### src/rtl/tt_pkg.sv
package tt_pkg;
  localparam int REG_W = 32;
  localparam int PER_W = 28;

  typedef enum logic [1:0] {
    TM_OFF     = 2'b00,
    TM_RESTART = 2'b01,
    TM_ONESHOT = 2'b10,
    TM_FREE    = 2'b11
  } tm_mode_e;

  // control word, packed so that bit positions match the register layout
  typedef struct packed {
    tm_mode_e           mode;    // 31:30
    logic               ie;      // 29
    logic               pend;    // 28
    logic [PER_W-1:0]   period;  // 27:0
  } tm_ctrl_t;
endpackage

### src/rtl/tt_prescaler.sv
module tt_prescaler #(
  parameter int PRESCALE = 10
) (
  input  logic clk,
  input  logic rst_n,
  output logic tick
);
  generate
    if (PRESCALE <= 1) begin : g_bypass
      assign tick = 1'b1;
    end else begin : g_div
      localparam int PW = $clog2(PRESCALE);
      localparam logic [PW-1:0] LAST = PW'(PRESCALE - 1);
      logic [PW-1:0] psc_q, psc_d;

      always_comb begin
        tick  = (psc_q == LAST);
        psc_d = tick ? '0 : psc_q + 1'b1;
      end

      always_ff @(posedge clk or negedge rst_n) begin
        if (!rst_n) psc_q <= '0;
        else        psc_q <= psc_d;
      end
    end
  endgenerate
endmodule

### src/rtl/tt_counter.sv
module tt_counter
  import tt_pkg::*;
(
  input  logic              clk,
  input  logic              rst_n,
  input  logic              tick,
  input  logic              run,
  input  tm_mode_e          mode,
  input  logic [PER_W-1:0]  period,
  input  logic              wr_en,
  input  logic [REG_W-1:0]  wr_data,
  output logic [REG_W-1:0]  cnt_q,
  output logic              hit
);
  logic [REG_W-1:0] cnt_d, cnt_inc;
  logic             step;

  always_comb begin
    cnt_inc = cnt_q + 1'b1;
    step    = tick && run;
    hit     = step && !wr_en && (cnt_inc[PER_W-1:0] == period);
    cnt_d   = cnt_q;
    if (wr_en) begin
      cnt_d = wr_data;
    end else if (step) begin
      cnt_d = (hit && mode == TM_RESTART) ? '0 : cnt_inc;
    end
  end

  always_ff @(posedge clk or negedge rst_n) begin
    if (!rst_n) cnt_q <= '0;
    else        cnt_q <= cnt_d;
  end
endmodule

### src/rtl/tt_ctrl.sv
module tt_ctrl
  import tt_pkg::*;
(
  input  logic              clk,
  input  logic              rst_n,
  input  logic              wr_en,
  input  logic [REG_W-1:0]  wr_data,
  input  logic              hit,
  output tm_ctrl_t          ctrl_q,
  output logic              run
);
  tm_ctrl_t ctrl_d;
  logic     halt_q, halt_d;

  always_comb begin
    ctrl_d = ctrl_q;
    halt_d = halt_q;
    if (wr_en) begin
      ctrl_d      = tm_ctrl_t'(wr_data);
      ctrl_d.pend = wr_data[PER_W] & ctrl_q.pend;
      halt_d      = 1'b0;
    end else if (hit && ctrl_q.mode == TM_ONESHOT) begin
      halt_d = 1'b1;
    end
    if (hit && ctrl_q.ie) ctrl_d.pend = 1'b1;
  end

  always_ff @(posedge clk or negedge rst_n) begin
    if (!rst_n) begin
      ctrl_q <= '0;
      halt_q <= 1'b0;
    end else begin
      ctrl_q <= ctrl_d;
      halt_q <= halt_d;
    end
  end

  assign run = (ctrl_q.mode != TM_OFF) && !halt_q;
endmodule

### src/rtl/tick_timer.sv
module tick_timer
  import tt_pkg::*;
#(
  parameter int PRESCALE = 10
) (
  input  logic              clk,
  input  logic              rst_n,
  input  logic              reg_we,
  input  logic              reg_addr,
  input  logic [REG_W-1:0]  reg_wdata,
  output logic [REG_W-1:0]  reg_rdata,
  output logic              irq
);
  tm_ctrl_t          ctrl_q;
  logic [REG_W-1:0]  cnt_q;
  logic              tick, run, hit;
  logic              wr_ctrl, wr_cnt;

  assign wr_ctrl = reg_we && !reg_addr;
  assign wr_cnt  = reg_we &&  reg_addr;

  tt_prescaler #(.PRESCALE(PRESCALE)) u_psc (
    .clk   (clk),
    .rst_n (rst_n),
    .tick  (tick)
  );

  tt_ctrl u_ctrl (
    .clk     (clk),
    .rst_n   (rst_n),
    .wr_en   (wr_ctrl),
    .wr_data (reg_wdata),
    .hit     (hit),
    .ctrl_q  (ctrl_q),
    .run     (run)
  );

  tt_counter u_cnt (
    .clk     (clk),
    .rst_n   (rst_n),
    .tick    (tick),
    .run     (run),
    .mode    (ctrl_q.mode),
    .period  (ctrl_q.period),
    .wr_en   (wr_cnt),
    .wr_data (reg_wdata),
    .cnt_q   (cnt_q),
    .hit     (hit)
  );

  assign reg_rdata = reg_addr ? cnt_q : REG_W'(ctrl_q);
  assign irq       = ctrl_q.pend & ctrl_q.ie;
endmodule

### config.mk
export PLATFORM = sky130hd
export DESIGN_NAME = tick_timer
export DESIGN_NICKNAME = d
export VERILOG_FILES = /design/src/rtl/tt_pkg.sv /design/src/rtl/tt_prescaler.sv /design/src/rtl/tt_counter.sv /design/src/rtl/tt_ctrl.sv /design/src/rtl/tick_timer.sv
export SDC_FILE = /design/constraint.sdc
export NUM_CORES = 1
export LEC_CHECK = 0
export ABC_AREA = 1
export CELL_PAD_IN_SITES_DETAIL_PLACEMENT = 1
export CELL_PAD_IN_SITES_GLOBAL_PLACEMENT = 1
export CORE_MARGIN = 1.5
export CORE_UTILIZATION = 39
export DETAILED_ROUTE_END_ITERATION = 8
export PLACE_DENSITY_LB_ADDON = 0.1
export SKIP_CTS_REPAIR_TIMING = 1
export SYNTH_ARGS = -nofsm -noshare
export SYNTH_HDL_FRONTEND = slang
export SYNTH_SLANG_ARGS = --single-unit
export TNS_END_PERCENT = 5
### constraint.sdc
create_clock -name clk -period 2.7 [get_ports clk]
set_input_delay 0.405 -clock clk [delete_from_list [all_inputs] [get_ports clk]]
set_output_delay 0.405 -clock clk [all_outputs]
set_load 0.01 [all_outputs]
==> flow_summary_export.csv, run 1 <==
group,metric,value,unit
synth,synth-simple-area-share,41.8,%
worst_setup_path,ff2ff_path_depth,17,
floorplanning,io_pins,69,
worst_hold_path,min_path_type,"primary input to asynchronous set/reset pin",
global_routing,grtUsageMet1,37.0,%
worst_setup_path,critical-path-top-delay-family,"simple AND/OR/NAND/NOR gates",
sta,fin_crit_sh,98.6,%
worst_setup_path,worstReg2RegEnd,"u_cnt.cnt_q[3]$_DFFE_PN0P_",
synth,yosys.area_share.xor_xnor,0.666,%
worst_setup_path,critPathBufInv,2,
power_and_ir_drop,pwr-share-seq,35.1,%
flow_run,cap_violations,0,
sta,max_slew_margin,65.7,%
power_and_ir_drop,peakVddDrop,0.331,mV
worst_setup_path,slowest_stage,"dfrtp_1",
placement,gp_routability_congestion,0.898,
detailed_routing,vias,6017,
layout,fin_nets,1002,
synth,yosys_register_bits,69,
sta,max_freq,0.375,GHz
cts,cts_max_level,3,
synth,synth.distinct_cells,29,
layout,n_antenna_cell,0,
floorplanning,die_h,119,um
sta,setup_viol,0,
placement,hpwl,15100,um
power_and_ir_drop,p_sw_share,37.6,%
sta,hold_viol,0,
synth,yosys_warnings,0,
layout,drive_gt1_share,16.7,%
floorplanning,die_x,119,um
cts,cts.sinks,69,
floorplanning,start_util,39.9,%
detailed_routing,wire_per_inst,18.2,um
synth,yosysMostFrequentCell,"nand2_1",
worst_setup_path,crit_type,"flop to flop",
synth,synth_top_area_cell,"dfrtp_1",
power_and_ir_drop,p_int,2350,uW
power_and_ir_drop,p_leak,0.00348,uW
global_routing,grt-busiest-layer,"met2",
worst_setup_path,cp-start-kind,"flop",
synth,netlist_area,5260,sq um
worst_setup_path,crit_top_cell,"nand2_2",
detailed_routing,via_per_inst,5.26,
detailed_routing,route.detailed.drc,0,
synth,synth_nets,908,
synth,synthMuxAreaShare,0,%
synth,synth_commonest_cells,"nand2_1, inv_1, nor2_1",
sta,worstMarginPinSlew,0.515,ns
synth,synth_top_area_share,32.8,%
synth,synth_cells,871,
synth,synthAdderAreaFrac,0.238,%
worst_setup_path,crit_start,"u_cnt.cnt_q[1]$_DFFE_PN0P_",
detailed_routing,ant_nets,0,
floorplanning,rows,42,
worst_setup_path,required,2.94,ns
global_routing,grt_pass1_wl,32500,um
global_routing,grt_use_total,29.4,%
cts,cts.path.max_buffers,2,
detailed_routing,wl,20800,um
sta,hold_ws,0.0850,ns
worst_setup_path,cp.depth,17,
synth,syn_area_per_cell,6.04,sq um
sta,finalCriticalPeriod,2.66,ns
worst_setup_path,regToRegStartpoint,"u_cnt.cnt_q[1]$_DFFE_PN0P_",
cts,root_buffer,"clkbuf_16",
synth,synth_compound_area_share,11.4,%
worst_setup_path,cp_data_arrival_time,2.90,ns
global_routing,antenna_found_initial,0,
global_routing,use_met3,4.07,%
cts,clk_pin_slew_worst_paths,0.06,ns
synth,ys.flop_type,"dfrtp_1",
placement,place_area,6230,sq um
power_and_ir_drop,power_switching,1420,uW
cts,clkLatencyLatePin,0.35,ns
detailed_routing,drt_iter0_markers,280,
worst_setup_path,cp_cell_sequence,"buf_6 > nand2_2 > nor2_4 > nand2_4 > nor2_4 > nand2_2 > nand2_2 > nand3_2 > nand2_4 > nand2_2 > nor2_1 > nand2_1 > nor2_4 > nand3_4 > clkbuf_16 > nand2_2 > nand2_1",
power_and_ir_drop,combPwrFrac,33.6,%
global_routing,gr-usage-met2,51.7,%
global_routing,grt_start_max_net_pins,70,
sta,fin_worst_skew,0.00663,ns
layout,postLayoutCellArea,7010,sq um
worst_setup_path,rrSetupSlack,0.04,ns
synth,synth_edf_count,0,
power_and_ir_drop,pwr-share-clk,31.3,%
status,status,"finished clean",
worst_setup_path,crit_path_end_kind,"flop",
floorplanning,core,13200,sq um
synth,async_flop_share,100,%
synth,ys_seq_area_share,32.8,%
placement,dp.cells,1109,
synth,ys_top_cells_by_area,"dfrtp_1, nand2_1, inv_1",
cts,cts_made_buffers,9,
global_routing,grt_pass1_vias,6074,
sta,rsz0062_at_grt,"true",
power_and_ir_drop,power_density,538,nW/um^2
sta,finalMaxSlewViolations,0,
placement,port_buffers,68,
detailed_routing,firstDrtPassIters,5,
worst_setup_path,max_stage_delay,0.43,ns
layout,final_cells,1145,
synth,synth_top_family_by_area,"simple AND/OR/NAND/NOR gates",
worst_setup_path,cp_max_fo,5,
cts,cts_tree,"yes",
global_routing,overflow,0,
floorplanning,die_area,14200,sq um
layout,area_growth,33.3,%
## layout by cell type, fill, tap and decap left out, types with 8 or more instances in the layout
| cell | instances |
|---|---|
| nand2_1 | 279 |
| nand3_1 | 62 |
| o21ai_0 | 69 |
| o22ai_1 | 29 |
| a21oi_1 | 8 |
| nor2_1 | 63 |
| dfrtp_2 | 10 |
| buf_4 | 30 |
| nand2_4 | 9 |
| clkbuf_16 | 11 |
| nand2_2 | 35 |
| dfrtp_1 | 59 |
| nand4_1 | 9 |
| nor2_2 | 16 |
| clkdlybuf4s50_1 | 66 |
| inv_1 | 150 |
| nor2_4 | 17 |
## how the worst max path moves through the flow
stage,end,slack [ns]
after detailed placement,u_cnt.cnt_q[13]$_DFFE_PN0P_,-0.12
final,u_cnt.cnt_q[3]$_DFFE_PN0P_,0.04
after global placement,u_cnt.cnt_q[16]$_DFFE_PN0P_,-0.008
after global routing,u_cnt.cnt_q[15]$_DFFE_PN0P_,-0.1
after CTS,u_cnt.cnt_q[19]$_DFFE_PN0P_,-0.14
after floorplan,u_cnt.cnt_q[3]$_DFFE_PN0P_,0.56
## worst register-to-register path: stages (launching register included)
cell,delay (ns)
dfrtp_1,0.43
buf_6,0.14
nand2_2,0.06
nor2_4,0.23
nand2_4,0.13
nor2_4,0.24
nand2_2,0.12
nand2_2,0.10
nand3_2,0.08
nand2_4,0.10
nand2_2,0.06
nor2_1,0.10
nand2_1,0.10
nor2_4,0.14
nand3_4,0.19
clkbuf_16,0.23
nand2_2,0.05
nand2_1,0.06
## flip-flops by register name, indices dropped and copies added (netlist names)
register and flops:
u_psc.g_div.psc_q 4, u_cnt.cnt_q 32, u_ctrl.ctrl_q 32, u_ctrl.halt_q 1
## per-layer routing
metal,routed length (um),share of wire [%],vias up
li1,-,-,2904
met1,9070,43,2960
met2,10600,51,123
met3,708,3.4,30
met4,498,2.4,0
met5,0,0,-
## power by group through the flow
stage / Clock, uW / Sequential (uW) / Combinational [uW]
2_1_floorplan: 0 / 1280 / 689
3_3_place_gp: 0 / 1320 / 1110
3_5_place_dp: 0 / 1330 / 1150
4_1_cts: 1200 / 1310 / 1160
5_1_grt: 1230 / 1340 / 1410
6_report: 1180 / 1330 / 1270
## layout make-up
class | instances | area (sq um)
Clock inverter | 3 | 20.0
Sequential cell | 69 | 1740
Inverter | 153 | 577
Timing Repair Buffer | 108 | 1070
Fill cell | 1788 | 6180
Multi-Input combinational cell | 624 | 3110
Clock buffer | 12 | 267
Tap cell | 176 | 220
## per-stage QoR
| step | setup WS [ns] | setup TNS (ns) | power (uW) | util, % |
|---|---|---|---|---|
| after global placement | -0.00809 | -0.0269 | 2430 | 47.3 |
| after detailed placement | -0.125 | -3.43 | 2480 | 47.3 |
| after CTS | -0.137 | -3.89 | 3670 | 49.4 |
| after global routing | -0.0990 | -2.41 | 3980 | 53.1 |
| after floorplan | 0.564 | 0 | 1960 | - |
| final | 0.0366 | 0 | 3770 | 53.1 |
## kinds of logic (layout without fill, tap and decap cells)
family,after synthesis,in the layout
compound gates,111,111
xor+xnor,4,4
fa+ha+maj,1,1
buf+inv,178,276
flops,69,69
simple gates,508,508
Power figures use the tool's default switching activity.
==> run 2, diff against run 1 <==
==> constraint.sdc (replaced) <==
create_clock -name clk -period 2.64 [get_ports clk]
set_input_delay 0.396 -clock clk [delete_from_list [all_inputs] [get_ports clk]]
set_output_delay 0.396 -clock clk [all_outputs]
set_load 0.01 [all_outputs]
==> run 2 against run 1 <==
Net effect: combinational power is essentially flat; fmax grew 7.0%; utilization shrank 2.2 points; clock skew grew 0.0021 ns; first-iteration DRC count grew 6.4%.
==> flow_summary_export.csv, run 2 (synthesis results as in run 1) <==
group,metric,value,unit
global_routing,antenna_found_initial,0,
layout,drive_gt1_share,12.1,%
layout,most-common-layout-cells,"nand2_1, inv_1, nor2_1, o21ai_0",
global_routing,grt_pass1_wl,33200,um
detailed_routing,wire_per_inst,18.2,um
global_routing,grt_start_max_net_pins,44,
worst_setup_path,required,2.88,ns
worst_setup_path,crit_top_cell,"nand2_2",
detailed_routing,vias,5852,
layout,mostFrequentLayoutCell,"nand2_1",
floorplanning,core,13200,sq um
sta,worstMarginPinSlew,0.587,ns
detailed_routing,via_per_inst,5.14,
layout,postLayoutCellArea,6720,sq um
floorplanning,die_x,119,um
floorplanning,die_h,119,um
worst_hold_path,min_path_type,"primary input to asynchronous set/reset pin",
cts,cts.path.max_buffers,2,
layout,final_cells,1139,
layout,area_growth,27.9,%
cts,clkLatencyLatePin,0.35,ns
power_and_ir_drop,p_total,3780,uW
floorplanning,rows,42,
placement,place_area,6310,sq um
cts,root_buffer,"clkbuf_16",
worst_setup_path,slowest_stage,"dfrtp_1",
worst_setup_path,crit_path_end_kind,"flop",
cts,cts_max_level,3,
sta,hold_viol,0,
placement,preCtsSetupSlack,-0.143,ns
global_routing,grt_use_total,30.3,%
detailed_routing,drt_iter0_markers,298,
placement,dp.cells,1117,
placement,port_buffers,68,
layout,fin_nets,995,
worst_setup_path,cp_data_arrival_time,2.73,ns
sta,fin_worst_skew,0.00870,ns
placement,gp_routability_congestion,0.885,
sta,fin_ws,0.151,ns
global_routing,overflow,0,
cts,cts_tree,"yes",
sta,fin_crit_sh,94.3,%
detailed_routing,wl,20700,um
layout,n_antenna_cell,0,
worst_setup_path,cp_max_fo,6,
worst_setup_path,max_stage_delay,0.41,ns
cts,clk_pin_slew_worst_paths,0.06,ns
worst_setup_path,crit_type,"flop to flop",
flow_run,cap_violations,0,
sta,finalMaxSlewViolations,0,
sta,max_slew_margin,60.8,%
cts,cts.sinks,69,
power_and_ir_drop,p_leak,0.00336,uW
floorplanning,io_pins,69,
worst_setup_path,cp_cell_sequence,"ha_4 > nand2_2 > nor2_8 > nand2_2 > nor2_4 > nand2_2 > nand2_2 > nand2_2 > nand2_1 > nand2_2 > nor2_2 > nand3_1 > nor2_4 > nand3_4 > buf_4 > nand2_1 > nand2_1",
detailed_routing,route.detailed.drc,0,
placement,hpwl,15600,um
sta,setup_viol,0,
status,status,"finished clean",
cts,cts_made_buffers,9,
layout,utilization,51.0,%
worst_setup_path,cp-start-kind,"flop",
power_and_ir_drop,peakVddDrop,0.408,mV
power_and_ir_drop,power_density,563,nW/um^2
detailed_routing,firstDrtPassIters,4,
layout,reg_top3,"u_cnt.cnt_q: 32 flops, u_ctrl.ctrl_q: 32 flops, u_psc.g_div.psc_q: 4 flops",
sta,max_freq,0.402,GHz
detailed_routing,ant_nets,0,
floorplanning,die_area,14200,sq um
floorplanning,start_util,39.9,%
sta,finalCriticalPeriod,2.49,ns
global_routing,grt_pass1_vias,6156,
==> run 2: changes by cell type in the layout (fill, tap and decap cells not counted), sizes merged <==
| cell | change |
|---|---|
| clkinv | +1 |
| clkbuf | -3 |
| clkinvlp | +1 |
| dlygate4sd3 | +1 |
| buf | -6 |
==> run 2: power breakdown <==
group | leakage, uW | switching, uW | total [uW] | internal [uW]
Sequential | 0.000847 | 147 | 1330 | 1190
Combinational | 0.00239 | 774 | 1260 | 486
Clock | 0.000128 | 526 | 1190 | 662
==> run 2: path summary, 6_finish.rpt <==
path | startpoint | to | slack, ns | cells after the start
min in group clk | u_ctrl.ctrl_q[11]$_DFFE_PN0P_ | u_ctrl.ctrl_q[11]$_DFFE_PN0P_ | 0.52 | 2
setup / recovery | u_cnt.cnt_q[1]$_DFFE_PN0P_ | u_cnt.cnt_q[19]$_DFFE_PN0P_ | 0.15 | 17
hold / removal | rst_n | u_psc.g_div.psc_q[0]$_DFF_PN0_ | 0.51 | 2
setup reg to reg | u_cnt.cnt_q[1]$_DFFE_PN0P_ | u_cnt.cnt_q[19]$_DFFE_PN0P_ | 0.15 | 17
hold reg to reg | u_ctrl.ctrl_q[11]$_DFFE_PN0P_ | u_ctrl.ctrl_q[11]$_DFFE_PN0P_ | 0.52 | 2
max in group asynchronous | rst_n | u_cnt.cnt_q[15]$_DFFE_PN0P_ | 1.52 | 3
==> run 2: critical path, delay by kind of cell (launching register included) <==
kind / cells / cell delay [ns]
fa+ha+maj: 1 / 0.17
flops: 1 / 0.41
simple gates: 15 / 1.61
buf+inv: 1 / 0.19
==> run 2: cell type report <==
type,instances,area (sq um)
clock buffers,11,243
clock inverters,5,36.3
fillers,1815,6470
inverters,153,577
multi-input cells,624,2930
flip-flops and latches,69,1730
well taps,176,220
repair buffers,101,983
==> run 2: stage by stage <==
stage	setup TNS, ns	hold WS, ns
floorplan	0	0.100
global placement	-0.985	0.333
detailed placement	-3.88	0.339
CTS	-4.82	-0.0329
global route	-0.169	0.539
finish	0	0.509
==> run 2: per-layer routing <==
layer  track usage (%)  share of wire (%)  vias up
li1                  -                  -     2880
met1              39.1                 45     2821
met2              50.8                 49      116
met3              5.32                3.2       35
met4              11.4                2.4        0
met5                 0                  0        -
